[src/rtl/pxa_pkg.sv]
package pxa_pkg;

  typedef enum logic [2:0] {
    SEL_NONE,
    SEL_SHIFT,
    SEL_SMASK,
    SEL_SPILL,
    SEL_MGEN
  } rdSelT;

  typedef struct packed {
    logic  loadSrc;
    logic  loadCnt;
    logic  loadMgen;
    rdSelT rdSel;
  } pxaStrobesT;

  localparam logic [7:0] OFF_SHIFT = 8'h18;
  localparam logic [7:0] OFF_COUNT = 8'h1C;
  localparam logic [7:0] OFF_SMASK = 8'h20;
  localparam logic [7:0] OFF_SPILL = 8'h24;
  localparam logic [7:0] OFF_MGEN  = 8'h28;

endpackage

[src/rtl/pxa_maskgen.sv]
module pxa_maskgen #(
  parameter int DATA_W = 32,
  parameter int PIX_W  = 4
) (
  input  logic [DATA_W-1:0] pixIn,
  output logic [DATA_W-1:0] maskOut
);
  localparam int NPIX = DATA_W / PIX_W;

  for (genvar i = 0; i < NPIX; i++) begin : g_pix
    assign maskOut[i*PIX_W +: PIX_W] = {PIX_W{|pixIn[i*PIX_W +: PIX_W]}};
  end
endmodule

[src/rtl/pxa_ctrl.sv]
module pxa_ctrl
  import pxa_pkg::*;
#(
  parameter int ADDR_W = 8
) (
  input  logic              clk,
  input  logic              rst,
  input  logic [ADDR_W-1:0] addr,
  input  logic              wrEn,
  input  logic              rdEn,
  output pxaStrobesT        strobes
);
  localparam logic [ADDR_W-1:0] A_SHIFT = ADDR_W'(OFF_SHIFT);
  localparam logic [ADDR_W-1:0] A_COUNT = ADDR_W'(OFF_COUNT);
  localparam logic [ADDR_W-1:0] A_SMASK = ADDR_W'(OFF_SMASK);
  localparam logic [ADDR_W-1:0] A_SPILL = ADDR_W'(OFF_SPILL);
  localparam logic [ADDR_W-1:0] A_MGEN  = ADDR_W'(OFF_MGEN);

  always_comb begin
    strobes          = '0;
    strobes.rdSel    = SEL_NONE;
    strobes.loadSrc  = wrEn && (addr == A_SHIFT);
    strobes.loadCnt  = wrEn && (addr == A_COUNT);
    strobes.loadMgen = wrEn && (addr == A_MGEN);
    if (rdEn) begin
      unique case (addr)
        A_SHIFT: strobes.rdSel = SEL_SHIFT;
        A_SMASK: strobes.rdSel = SEL_SMASK;
        A_SPILL: strobes.rdSel = SEL_SPILL;
        A_MGEN:  strobes.rdSel = SEL_MGEN;
        default: strobes.rdSel = SEL_NONE;
      endcase
    end
  end


  strobe_onehot_chk: assert property (@(posedge clk) disable iff (rst)
    $onehot0({strobes.loadSrc, strobes.loadCnt, strobes.loadMgen}));

endmodule

[src/rtl/pxa_datapath.sv]
module pxa_datapath
  import pxa_pkg::*;
#(
  parameter int DATA_W = 32,
  parameter int PIX_W  = 4
) (
  input  logic              clk,
  input  logic              rst,
  input  pxaStrobesT        strobes,
  input  logic [DATA_W-1:0] wrData,
  output logic [DATA_W-1:0] rdData
);
  localparam int NPIX  = DATA_W / PIX_W;
  localparam int CNT_W = $clog2(NPIX);

  logic [DATA_W-1:0] srcQ;
  logic [CNT_W-1:0]  cntQ;
  logic [DATA_W-1:0] mgenQ;
  logic [DATA_W-1:0] shifted;
  logic [DATA_W-1:0] spill;
  logic [DATA_W-1:0] smask;
  logic [DATA_W-1:0] gmask;
  logic [DATA_W-1:0] rdNext;

  always_ff @(posedge clk) begin
    if (rst) begin
      srcQ  <= '0;
      cntQ  <= '0;
      mgenQ <= '0;
    end else begin
      if (strobes.loadSrc) begin
        srcQ <= wrData;
        cntQ <= '0;
      end else if (strobes.loadCnt) begin
        cntQ <= wrData[CNT_W-1:0];
      end
      if (strobes.loadMgen) mgenQ <= wrData;
    end
  end

  always_comb begin
    shifted = srcQ >> (int'(cntQ) * PIX_W);
    if (cntQ == '0) spill = '0;
    else            spill = srcQ << (PIX_W * (NPIX - int'(cntQ)));
  end

  pxa_maskgen #(.DATA_W(DATA_W), .PIX_W(PIX_W)) u_smask (
    .pixIn(shifted), .maskOut(smask));
  pxa_maskgen #(.DATA_W(DATA_W), .PIX_W(PIX_W)) u_gmask (
    .pixIn(mgenQ), .maskOut(gmask));

  always_comb begin
    unique case (strobes.rdSel)
      SEL_SHIFT: rdNext = shifted;
      SEL_SMASK: rdNext = smask;
      SEL_SPILL: rdNext = spill;
      SEL_MGEN:  rdNext = gmask;
      default:   rdNext = '0;
    endcase
  end

  always_ff @(posedge clk) begin
    if (rst) rdData <= '0;
    else     rdData <= rdNext;
  end


  cnt_clear_chk: assert property (@(posedge clk) disable iff (rst)
    strobes.loadSrc |=> (cntQ == '0));


  cnt_hold_chk: assert property (@(posedge clk) disable iff (rst)
    (!strobes.loadSrc && !strobes.loadCnt) |=> $stable(cntQ));


  rot_identity_chk: assert property (@(posedge clk) disable iff (rst)
    (cntQ != '0) |->
      (((spill >> (PIX_W * (NPIX - int'(cntQ)))) |
        (shifted << (PIX_W * int'(cntQ)))) == srcQ));

endmodule

[src/rtl/pxa_unit.sv]
module pxa_unit
  import pxa_pkg::*;
#(
  parameter int ADDR_W = 8,
  parameter int DATA_W = 32,
  parameter int PIX_W  = 4
) (
  input  logic              clk,
  input  logic              rst,
  input  logic [ADDR_W-1:0] addr,
  input  logic              wrEn,
  input  logic [DATA_W-1:0] wrData,
  input  logic              rdEn,
  output logic [DATA_W-1:0] rdData
);
  pxaStrobesT strobes;

  pxa_ctrl #(.ADDR_W(ADDR_W)) u_ctrl (
    .clk(clk), .rst(rst), .addr(addr), .wrEn(wrEn), .rdEn(rdEn),
    .strobes(strobes));

  pxa_datapath #(.DATA_W(DATA_W), .PIX_W(PIX_W)) u_dp (
    .clk(clk), .rst(rst), .strobes(strobes), .wrData(wrData),
    .rdData(rdData));


  rd_idle_chk: assert property (@(posedge clk) disable iff (rst)
    !rdEn |=> (rdData == '0));

endmodule

[config.mk]
export PLATFORM = sky130hd
export DESIGN_NAME = pxa_unit
export DESIGN_NICKNAME = d
export VERILOG_FILES = /design/src/rtl/pxa_pkg.sv /design/src/rtl/pxa_maskgen.sv /design/src/rtl/pxa_ctrl.sv /design/src/rtl/pxa_datapath.sv /design/src/rtl/pxa_unit.sv
export SDC_FILE = /design/constraint.sdc
export NUM_CORES = 1
export LEC_CHECK = 0
export CORE_ASPECT_RATIO = 0.75
export CORE_UTILIZATION = 42
export CTS_CLUSTER_DIAMETER = 150
export DETAILED_ROUTE_END_ITERATION = 8
export PLACE_DENSITY = 0.65
export SYNTH_ARGS = -nofsm -noshare
export SYNTH_HDL_FRONTEND = slang
export SYNTH_SLANG_ARGS = --single-unit
[constraint.sdc]
create_clock -name clk -period 2.89 [get_ports clk]
set_input_delay 0.7225 -clock clk [delete_from_list [all_inputs] [get_ports clk]]
set_output_delay 0.7225 -clock clk [all_outputs]
set_load 0.01 [all_outputs]
# Yosys cells after proc, flatten, opt, wreduce, memory -nomap -nowiden
# Index checks and enable logic that the tools add are counted.
# word_totals
output_inout_bits,32
ff_bits,99
inputBits,44
word_cells,41
# classes
add_sub_neg,1
shifts,2
n_mux,4
n_eq_ne,9
n_reduce_logical,21
# ops
cell,count
32-bit one-hot mux with 4 select lines,1
4-bit OR reduction,16
32-bit two-way mux,1
32-bit by 32-bit << shifter with 32-bit output,1
32-bit by 5-bit >> shifter with 32-bit output,1
"8-bit by 6-bit equality test with 1-bit output, second input constant",3
"8-bit by 5-bit equality test with 1-bit output, second input constant",2
3-bit one-hot mux with 4 select lines,1
"3-bit by 2-bit equality test with 1-bit output, second input constant",2
"4-bit by 3-bit subtractor with 5-bit output, first input constant",1
"3-bit by 1-bit equality test with 1-bit output, second input constant",1
"3-bit equality test, second input constant",1
1-bit logical AND,3
3-bit zero test,1
3-bit two-way mux,1
2-bit OR reduction,1

# Logic depth before layout (Yosys ltp)
# depth
depth_word,5
depth_mapped,13
mapped_depth_nobuf,8

# By module
# From an unflattened synthesis, not the netlist that was laid out.
# unflattened
cells_unflattened,669
hier_area_um2,6434.9
# modules_own_cells
mod,seq_area_each_um2,area_each_um2,n_inst,cells_per_inst
pxa_datapath,1981.9,5811.8,1,590
pxa_maskgen,0.0,240.2,2,32
pxa_ctrl,0.0,142.6,1,15

# Least setup slack after synthesis
# No wires, ideal clock.
# synth_path
path_type,reg2reg
from,reg u_dp.cntQ[1]
to,reg u_dp.rdData[16]
stages_incl_launch_ff,12
arrival_time_ps,2533
setup_time_ps,132
period_less_slack_ps,2666
required_time_ps,2758
path_buffers,5
slack_ps,224
cell_sequence,dfxtp_1 buf_2 buf_2 buf_2 inv_1 ha_1 buf_4 clkbuf_1 mux2i_1 mux2i_1 a222oi_1 a21oi_1
# synth_between
elab_chain_cells,4
word_cells_on_any_way,7
classes_between,add/sub: 1; shift: 2; mux: 2; reduce/logical: 2
# synth_rtl
item,line_no,rtl
start: declaration,pxa_datapath.sv:17,logic [CNT_W-1:0] cntQ;
start signal: assignment,pxa_datapath.sv:35,cntQ <= wrData[CNT_W-1:0];
4-bit by 3-bit subtractor with 5-bit output,pxa_datapath.sv:44,else spill = srcQ << (PIX_W * (NPIX - int'(cntQ)));
32-bit by 32-bit << shifter with 32-bit output,pxa_datapath.sv:44,
32-bit two-way mux,pxa_datapath.sv:43,if (cntQ == '0) spill = '0;
32-bit one-hot mux with 4 select lines *,pxa_datapath.sv:53,unique case (strobes.rdSel)
end signal: assignment,pxa_datapath.sv:64,else rdData <= rdNext;
end: declaration,pxa_datapath.sv:11,output logic [DATA_W-1:0] rdData
# Mark *: on every way between the ends. The rest lies on a longest branch, timed or not.
# A chain may end at the register's enable or synchronous reset.

# Worst setup path in the final report
# layout_path
from,in addr[7]
to,reg u_dp.rdData[5]
# layout_between
elab_chain_cells,5
word_cells_on_any_way,11
classes_between,eq/ne: 8; mux: 3
# layout_rtl
item,line_no,rtl
start: declaration,pxa_unit.sv:10,"input logic [ADDR_W-1:0] addr,"
8-bit by 6-bit equality test with 1-bit output / 8-bit by 5-bit equality test with 1-bit output (equally long branches),pxa_ctrl.sv:26,unique case (addr)
3-bit one-hot mux with 4 select lines *,pxa_ctrl.sv:26,
3-bit two-way mux *,pxa_ctrl.sv:25,if (rdEn) begin
"3-bit equality test, or another cell as far along",pxa_datapath.sv:53,
32-bit one-hot mux with 4 select lines *,pxa_datapath.sv:53,
# Marked as above.

==> impl_results.md <==
* Buffer levels on the longest clock path at 2
* Largest net degree at the start of global routing at 56
* Overall routed net length at 19100 um
* Antenna violations before repair at 0
* Synth Warn # at 0
* Fin crit share at 93.3%
* Top cells by area, synth: dfxtp_1 (37%), nand2_1 (12%), a21oi_1 (10%)
* Area of all placed cells without fillers at 0.00674 sq mm
* Routed length per instance at 20.3 um
* Number of levels in the clock H-tree at 3
* Number of synthesized flops with an enable pin at 0
* Sequential element share of the synthesized area at 37.5%
* Total clock sinks at 99
* Summed instance area of the synthesized netlist at 0.00529 sq mm
* Startpoint types: primary input
* Type of element capturing the critical path: flop
* Tot GR Track Use at 30.1%
* Standard cell core area at 0.0123 sq mm
* Die ar. at 0.0131 sq mm
* Die height at 99.2 um
* PwrDens at 394 mW/mm^2
* Root cell of the clock tree: clkbuf_16
* Top-area cell type share of the netlist area at 37.5%
* Combined area of the multi-input logic cells at 0.00312 sq mm
* Class of the worst hold path: reg -> reg
* Effective utilization at floorplan at 43.2%
* Primary FF master, synth: dfxtp_1
* Post-Syn Nets at 728
* Count of different cell masters after synthesis at 54
* Biggest area consumer among synthesized cells: dfxtp_1
* Syn_area_per_cell at 7.76 sq um
* Ratio of routed vias to standard cells at 5.92
* Clock insertion delay at the later pin of the skew report at 0.35 ns
* Vias in the first global route at 5290
* Category of the most critical setup path: in -> reg
* Layout area overhead at 27.4%
* Final worst slack at 0.193 ns
* Final layout net count at 817
* Post-placement setup slack at -0.112 ns
* Clock slew at the register clock pins of the worst setup and hold paths at 0.08 ns
* Post-CTS setup buffer count at 0
* Asr flop ratio synth at 0%
* Storage cell area at 0.00198 sq mm
* Iteration-0 DRC count of the detailed router at 527
* TritonCTS clock tree: done
* TritonCTS Buffers at 9
* Status: complete, no violations
* Rows at 35
* Width of the chip at 132 um
* Max transition margin at 44.5%
* Share of post-route cells with drive strength above 1 at 13.4%
* Placer congestion estimate at 0.930
* Resized Gates After CTS at 0
* Placed wire-length estimate after detailed placement at 14600 um
* Max Slew Vio Count at 0
* Max VDD drop at 289 uV
* Number of standard cells after synthesis at 682
* Static leakage at 2.24 nW
* Arrival time at the worst endpoint at 2.97 ns
* Number of synthesized register bits at 99
* Drt pass-1 iters at 7
* WP data required at 3.16 ns
* Worst Max-Slew Pin Slew at 0.822 ns
* Number of hold buffers added after cts at 0
* RSZ-0062 raised after global routing: false
* Boundary pin count at 76
* Number of antenna repair diodes at 0
* Maximum clock skew at final layout at 0.0106 ns
* Final setup fails at 0
* Final hold slack at 0.459 ns
* Post-layout min period at 2.70 ns
* Final count of hold timing violations at 0
* Number of nets still failing antenna checks after routing at 0
* Number of buffer cells added on primary ports at 75
* Register-to-register setup slack at 0.30 ns
* Number of vias after detailed routing at 5577
* Peak fanout along the critical path at 6
* Total of fill cells in the finished design at 1166
* Wire length of the first global-routing pass at 30100 um
* DRC violations left at 0
* Cell Area, Placed at 0.00646 sq mm
* Max Cap Viol at 0
* Global route total overflow at 0
* Top achievable clock speed at 371 MHz
* Power Total at 0.00266 W
## per-layer routing
layer / global-route usage (%) / part of all wire, % / routed length, um
met5: 0 / 0 / 0
met4: 9.84 / 2.4 / 455
met3: 4.69 / 7.5 / 1440
met2: 47.2 / 43 / 8290
met1: 42.4 / 47 / 8960
## Yosys cell counts (6+ instances only)
library cell	instances
o21ai_0	17
nor2b_1	6
a21oi_1	111
dfxtp_1	99
a31oi_1	18
buf_2	11
nand2_1	166
mux2i_1	45
nor2_1	41
nor3_1	8
nor4_1	7
a22oi_1	7
clkbuf_1	31
nand2b_1	8
a222oi_1	9
nand3_1	9
mux2_2	25
## state kept, by name, indices dropped and copies added, names as in the netlist
signal and count:
u_dp.srcQ 32, u_dp.cntQ 3, u_dp.rdData 32, u_dp.mgenQ 32
## worst paths after layout
kind | from | to | cells past startpoint
worst max register to register | u_dp.cntQ[0]$_SDFFE_PP0P_ | u_dp.rdData[20]$_SDFF_PP0_ | 7
worst min register to register | u_dp.mgenQ[20]$_SDFFE_PP0P_ | u_dp.mgenQ[20]$_SDFFE_PP0P_ | 2
worst max-delay path | addr[7] | u_dp.rdData[5]$_SDFF_PP0_ | 7
worst min-delay path | u_dp.mgenQ[20]$_SDFFE_PP0P_ | u_dp.mgenQ[20]$_SDFFE_PP0P_ | 2
## placed cells by master (no fill, tap or decap), drive strengths merged, types with 2 or more instances in the layout
cell type,n
nand2,166
a21oi,111
nor2b,6
or4,2
or2,3
ha,2
clkinv,3
dfxtp,99
mux2i,45
or4b,3
o22a,4
a222oi,9
o21ai,17
a31oi,18
buf,50
a21o,3
inv,6
o211ai,5
nand2b,8
nor3,9
clkbuf,10
a22oi,7
o41ai,2
nand3,9
mux2,25
nor4,8
clkdlybuf4s50,74
nor2,41
a211oi,2
o221ai,2
o22ai,5
a22o,2
o2bb2ai,3
or3,2
## final cells by class
class | instances | share of cell area, %
Clock buffer | 10 | 3.40
Clock inverter | 6 | 0.854
Tap cell | 166 | 3.08
Inverter | 3 | 0.167
Sequential cell | 99 | 29.4
Multi-Input combinational cell | 534 | 46.2
Timing Repair Buffer | 124 | 16.9
## worst max-delay path: stages
cell             delay (ns)
clkdlybuf4s50_1        0.45
or4b_4                 0.57
or3_4                  0.45
nor4_4                 0.30
buf_4                  0.20
a22oi_1                0.07
a31oi_1                0.20
## per-stage QoR
stage / std cells / util [%] / TNS (ns)
floorplan: 682 / - / 0
global placement: 926 / 52.7 / -1.17
detailed placement: 926 / 52.7 / -1.58
CTS: 942 / 55.0 / 0
global route: 942 / 55.0 / 0
finish: 942 / 55.0 / 0
## logic make-up after synthesis
| family | count (synthesis) | synth area share (%) |
|---|---|---|
| adder cells (fa/ha/maj) | 2 | 0.473 |
| flip-flops | 99 | 37.5 |
| buffers and inverters | 49 | 3.81 |
| AND/OR/NAND/NOR | 267 | 22.5 |
| AO/OA/AOI/OAI | 195 | 21.9 |
| multiplexers | 70 | 13.8 |
## report_power, final
part / internal, W / total [W] / leakage [nW] / switching (W)
Sequential: 0.00136 / 0.00137 / 0.797 / 0.00000175
Combinational: 0.0000642 / 0.000115 / 1.31 / 0.0000511
Clock: 0.000605 / 0.00118 / 0.141 / 0.000573
(Power assumes the default switching activity.)
